<file path="config.mk">
export PLATFORM = sky130hd
export DESIGN_NAME = pwrseq_top
export DESIGN_NICKNAME = d
export VERILOG_FILES = /design/src/rtl/pwrseq_pkg.sv /design/src/rtl/pwrseq_sync.sv /design/src/rtl/pwrseq_fsm.sv /design/src/rtl/pwrseq_swpd.sv /design/src/rtl/pwrseq_top.sv
export SDC_FILE = /design/constraint.sdc
export NUM_CORES = 1
export LEC_CHECK = 0
export BUFFER_PORTS_ARGS = -buffer_cell sky130_fd_sc_hd__buf_2
export CAP_MARGIN = 20
export CORE_MARGIN = 2
export CORE_UTILIZATION = 47
export CTS_CLUSTER_SIZE = 40
export DETAILED_ROUTE_END_ITERATION = 8
export HOLD_SLACK_MARGIN = 0.03
export PLACE_DENSITY = 0.69
export RECOVER_POWER = 100
export SYNTH_ARGS = -nofsm -noshare
export SYNTH_HDL_FRONTEND = slang
export SYNTH_SLANG_ARGS = --single-unit
export TNS_END_PERCENT = 1
</file>
<file path="constraint.sdc">
create_clock -name clk -period 1.4 [get_ports clk]
set_clock_uncertainty 0.15 [all_clocks]
set_input_delay 0.28 -clock clk [delete_from_list [all_inputs] [get_ports clk]]
set_output_delay 0.28 -clock clk [all_outputs]
set_load 0.03 [all_outputs]
</file>
<file path="src/rtl/pwrseq_pkg.sv">
`timescale 1ns/1ps
package pwrseq_pkg;
    typedef enum logic [1:0] {
        PS_INIT = 2'd0,
        PS_RUN  = 2'd1,
        PS_HWPD = 2'd2
    } pwr_state_e;

    typedef struct packed {
        logic dac;
        logic adc;
    } swpd_bits_t;
endpackage

</file>
<file path="src/rtl/pwrseq_sync.sv">
`timescale 1ns/1ps
// Active-low synchronizer: assertion (low) passes through at once,
// release is delayed by STAGES clock edges.
module pwrseq_sync #(
    parameter int STAGES = 2
) (
    input  logic clk,
    input  logic async_n,
    output logic sync_n
);
    logic [STAGES-1:0] sh_d, sh_q;

    always_comb begin
        sh_d = {sh_q[STAGES-2:0], 1'b1};
    end

    always_ff @(posedge clk or negedge async_n) begin
        if (!async_n) sh_q <= '0;
        else          sh_q <= sh_d;
    end

    assign sync_n = sh_q[STAGES-1];

    // a low input is never seen as released at a clock edge
    assert_assert_wins_R5: assert property (@(posedge clk) !async_n |-> !sync_n);
endmodule

</file>
<file path="src/rtl/pwrseq_fsm.sv">
`timescale 1ns/1ps
module pwrseq_fsm
    import pwrseq_pkg::*;
#(
    parameter int INIT_CYCLES = 132
) (
    input  logic       clk,
    input  logic       rst_n,
    input  logic       pdn_n,
    output pwr_state_e state_o
);
    localparam int CNT_W = (INIT_CYCLES > 1) ? $clog2(INIT_CYCLES) : 1;
    localparam logic [CNT_W-1:0] CNT_LAST = CNT_W'(INIT_CYCLES - 1);

    typedef struct packed {
        pwr_state_e       state;
        logic [CNT_W-1:0] cnt;
    } fsm_t;

    fsm_t fsm_d, fsm_q;

    always_comb begin
        fsm_d = fsm_q;
        case (fsm_q.state)
            PS_INIT: begin
                if (!pdn_n) begin
                    fsm_d.state = PS_HWPD;
                    fsm_d.cnt   = '0;
                end else if (fsm_q.cnt == CNT_LAST) begin
                    fsm_d.state = PS_RUN;
                    fsm_d.cnt   = '0;
                end else begin
                    fsm_d.cnt = fsm_q.cnt + 1'b1;
                end
            end
            PS_RUN: begin
                if (!pdn_n) fsm_d.state = PS_HWPD;
            end
            PS_HWPD: begin
                if (pdn_n) begin
                    fsm_d.state = PS_INIT;
                    fsm_d.cnt   = '0;
                end
            end
            default: begin
                fsm_d.state = PS_INIT;
                fsm_d.cnt   = '0;
            end
        endcase
    end

    always_ff @(posedge clk or negedge rst_n) begin
        if (!rst_n) fsm_q <= '{state: PS_INIT, cnt: '0};
        else        fsm_q <= fsm_d;
    end

    assign state_o = fsm_q.state;

    // normal operation is entered only from the last initialization count
    assert_init_len_R2: assert property (@(posedge clk) disable iff (!rst_n)
        (fsm_q.state == PS_RUN && $past(fsm_q.state) == PS_INIT) |-> $past(fsm_q.cnt) == CNT_LAST);
    // a synchronized power-down request always ends in the power-down state
    assert_hwpd_entry_R5: assert property (@(posedge clk) disable iff (!rst_n)
        !pdn_n |=> fsm_q.state == PS_HWPD);
endmodule

</file>
<file path="src/rtl/pwrseq_swpd.sv">
`timescale 1ns/1ps
module pwrseq_swpd
    import pwrseq_pkg::*;
(
    input  logic clk,
    input  logic rst_n,
    input  logic capture,
    input  logic sw_dac,
    input  logic sw_adc,
    output logic pd_dac,
    output logic pd_adc
);
    swpd_bits_t bits_d, bits_q;

    always_comb begin
        bits_d = bits_q;
        if (capture) begin
            bits_d.dac = sw_dac;
            bits_d.adc = sw_adc;
        end
    end

    always_ff @(posedge clk or negedge rst_n) begin
        if (!rst_n) bits_q <= '0;
        else        bits_q <= bits_d;
    end

    assign pd_dac = bits_q.dac;
    assign pd_adc = bits_q.adc;

    // held bits change only at a capture
    assert_hold_R3: assert property (@(posedge clk) disable iff (!rst_n)
        !capture |=> $stable(bits_q));
    // a capture loads the requested bits
    assert_capture_R3: assert property (@(posedge clk) disable iff (!rst_n)
        capture |=> (bits_q.dac == $past(sw_dac) && bits_q.adc == $past(sw_adc)));
endmodule

</file>
<file path="src/rtl/pwrseq_top.sv">
`timescale 1ns/1ps
module pwrseq_top
    import pwrseq_pkg::*;
#(
    parameter int SYNC_STAGES = 2,
    parameter int INIT_CYCLES = 132
) (
    input  logic clk,
    input  logic rst_pin_n,
    input  logic pdn_pin_n,
    input  logic fsync,
    input  logic swpd_dac,
    input  logic swpd_adc,
    output logic port_hiz,
    output logic adc_en,
    output logic dac_en,
    output logic aout_mid,
    output logic dif_en,
    output logic core_clk_en
);
    localparam int N_PINS = 2;

    logic [N_PINS-1:0] pin_n, pin_s_n;
    logic              rst_s_n, pdn_s_n;
    pwr_state_e        state;
    logic              pd_dac, pd_adc, capture;
    logic              in_run, in_hwpd;

    assign pin_n = {pdn_pin_n, rst_pin_n};

    for (genvar g = 0; g < N_PINS; g++) begin : g_sync
        pwrseq_sync #(.STAGES(SYNC_STAGES)) u_sync (
            .clk    (clk),
            .async_n(pin_n[g]),
            .sync_n (pin_s_n[g])
        );
    end

    assign rst_s_n = pin_s_n[0];
    assign pdn_s_n = pin_s_n[1];

    pwrseq_fsm #(.INIT_CYCLES(INIT_CYCLES)) u_fsm (
        .clk    (clk),
        .rst_n  (rst_s_n),
        .pdn_n  (pdn_s_n),
        .state_o(state)
    );

    assign in_run  = (state == PS_RUN);
    assign in_hwpd = (state == PS_HWPD);
    assign capture = fsync && pdn_s_n && !in_hwpd;

    pwrseq_swpd u_swpd (
        .clk    (clk),
        .rst_n  (rst_s_n),
        .capture(capture),
        .sw_dac (swpd_dac),
        .sw_adc (swpd_adc),
        .pd_dac (pd_dac),
        .pd_adc (pd_adc)
    );

    assign port_hiz    = !in_run;
    assign adc_en      = in_run && !pd_adc;
    assign dac_en      = in_run && !pd_dac;
    assign aout_mid    = !dac_en;
    assign dif_en      = !in_hwpd;
    assign core_clk_en = !in_hwpd;

    // a synchronized power-down request stops the core clock one edge later
    assert_clk_gate_R5: assert property (@(posedge clk) disable iff (!rst_s_n)
        !pdn_s_n |=> (!core_clk_en && !dif_en));
    // converters can only be on while the port is driven
    assert_port_live_R4: assert property (@(posedge clk) disable iff (!rst_s_n)
        (adc_en || dac_en) |-> !port_hiz);
endmodule

</file>
==> results.md <==
* Main synth FF type: dfrtp_1
* Status: finished, violations left
* Post-synthesis sequential area ratio at between 50% and 60%
* Gr usage total at 21.6%
* Post-synth top cells: 16 x dfrtp_1, 7 x nor2_1, 4 x nand2_1, 4 x nand4_1, 4 x xor2_1
* Synth unique cells at 29
* Post-route ant nets at 0
* CTS root buffer: clkbuf_4
* Initial Util at 50.0%
* Routed len/inst at 15.4 um
* Final setup violation count at 16
* Asr flop ratio synth at 100%
* Maximum number of pins on one net before global-route repair at 13
* Final Hold Viols at 0
* Worst setup SP type: register
* Hpwl dp at 1160 um
* Die W at 44.0 um
* Peak VDD IR at 0.683 mV
* Via count at roughly 670
* Max-Cap Viols at 0
* Fin area at between 1000 and 1500 um^2
* Reg clk slew, reported paths at 0.10 ns
* Sum Neg Setup Slack at -4.34 ns
* Most common cell in the netlist: dfrtp_1
* Synth warn at 0
* Core Area at 1510 um^2
* Hold Path Class: register to async pin
* # DRC at 0
* Worst Hold Slack at roughly 0.057 ns
* Post-synth top area share at between 50% and 60%
* R2R Path End: u_fsm.fsm_q[7]
* Final worst path period need at 1.85 ns
* N_diodes at 0
* Worst r2r src: u_fsm.state_o[1]
* I/O Buffers at 11
* Top cells by area, synth: dfrtp_1 53%, xor2_1 4.7%, nor2_1 3.5%, nand4_1 3.3%, buf_6 3.0%
* Worst path max stage delay at around 0.4 ns
* Worst setup EP type: output pin
* Placement Cell Area at 952 um^2
* H-tree depth at 1
* GRT overflow at 0
* Syn avg cell area at ~11 um^2
* EDFF count, synth at 0
* Syn Inst Count at 69
* # IOs at 12
* Proportion of layout cells with a drive suffix above 1 at a little under half
* First-pass GRT wire length at 3020 um
* Max Buffers Root-to-Sink at 2
* Failing checks: negative setup slack
* Vias in the first global route at roughly 670
* CP cell instances: or2b_4 > or2_4 > inv_4 > buf_6
* #FFs+latches synth at 16
* Sink Count at 16
* CP max FO at 5
* Slowest stage cell on the critical path: dfrtp_1
* DIE HEIGHT at approximately 44 um
* Worst-Skew Late Latency at approximately 0.30 ns
* Reg2Reg Setup Slack at -0.32 ns
* Post-Place Worst Slack at -0.219 ns
* Required @ worst endpoint at 0.97 ns
* Die Area at ~1900 um^2
* Standard-cell rows at 14
* Layout area overhead at 48.5%
* Vias/cell at about 5.5
* Nets at roughly 110
* Gpl congestion at 0.834
* Final Slew Violations at 0
* CTS buffer count at 3
* Initial antenna violation count at 0
* Power Density at 836 nW/um^2
* TritonCTS clock tree: yes
* WS Path Type: register to output pin
* Worst Reg2Reg Path Length in Cells at 5
* Post-route clock period utilization at 132%
* Setup ws final at -0.448 ns
* Post-Synthesis Cell Area at 753 um^2
* CP arrival at between 1 and 1.5 ns
* F_max at 0.541 GHz
* DRT Pass-1 Iters at 4
* Area leader, netlist: dfrtp_1
* LEAKAGE at 0.529 nW
* Final WL at 1870 um
* RSZ-0062 raised after global routing: true
* 1st-iter DRT viols at 11
[stage by stage]
step | instances | total power (W) | util [%]
floorplan | 70 | 0.000558 | -
global placement | 113 | 0.000593 | 63.2
detailed placement | 113 | 0.000596 | 63.2
CTS | 120 | 0.000933 | 72.3
global route | 122 | 0.000964 | 74.3
finish | 122 | 0.000935 | 74.3
[repair_timing]
action / in CTS / in global routing
hold buffers: 2 / 0
gates resized for setup: 19 / 4
setup buffers: 1 / 2
endpoints found under the hold margin: 4 / 0
setup endpoints to repair: 17 / 17
pin swaps: 1 / 2
[registers in the layout, indices dropped and copies added, names as in the netlist]
name                count
u_swpd.pd_dac           1
u_fsm.state_o           2
u_fsm.fsm_q             8
g_sync.u_sync.sh_q      4
u_swpd.pd_adc           1
[worst max-delay path, delay by kind of cell (launching register included)]
family | cells | cell delay (ns)
and+or+nand+nor | 2 | 0.55
DFF | 1 | 0.40
buffers and inverters | 2 | 0.16
[layer usage]
metal	global-route usage [%]	wire, um
met1	27.1	734
met2	36.8	994
met3	4.90	95
met4	7.27	48
met5	0	0
[worst max-delay path by stage]
stage                     start              to  slack, ns
2_1_floorplan  u_fsm.state_o[0]          dac_en      -0.21
3_5_place_dp   u_fsm.state_o[0]  u_fsm.fsm_q[7]      -0.22
3_3_place_gp   u_fsm.state_o[0]  u_fsm.fsm_q[7]      -0.20
5_1_grt        u_fsm.state_o[0]          dac_en      -0.47
6_report       u_fsm.state_o[0]          dac_en      -0.45
4_1_cts        u_fsm.state_o[0]        aout_mid      -0.44
[placed cells by master, fill, tap and decap left out, types with 3 or more instances in the layout]
master and count:
nand2_1 4, nand4_1 4, buf_4 19, buf_6 8, buf_2 4, a21oi_1 3
dfrtp_1 16, nor2_1 6, xor2_1 4, clkbuf_4 3
[layout make-up]
cell class              count  area [um^2]
flip-flops and latches     16          400
fillers                   109          388
multi-input cells          49          372
repair buffers             35          280
clock buffers               4         36.3
well taps                  16         20.0
inverters                   2         10.0
[cell families (layout without fill, tap and decap cells)]
| family | Yosys count | in the layout | share of synthesized area [%] |
|---|---|---|---|
| AOI/OAI and AO/OA | 8 | 8 | 6.64 |
| xor gates and xnor gates | 4 | 4 | 4.65 |
| adders and majority gates | 1 | 1 | 1.66 |
| buffers and inverters | 5 | 41 | 4.98 |
| DFF | 16 | 16 | 53.2 |
| muxes | 2 | 2 | 2.99 |
| other | 1 | 2 | 0.498 |
| and+or+nand+nor | 32 | 32 | 25.4 |
[power by group]
group	leakage (nW)	switching, W	internal, W
logic	0.302	0.0000509	0.0000640
registers	0.206	0.0000223	0.000485
clock network	0.0210	0.000155	0.000159
(Power assumes the default switching activity.)
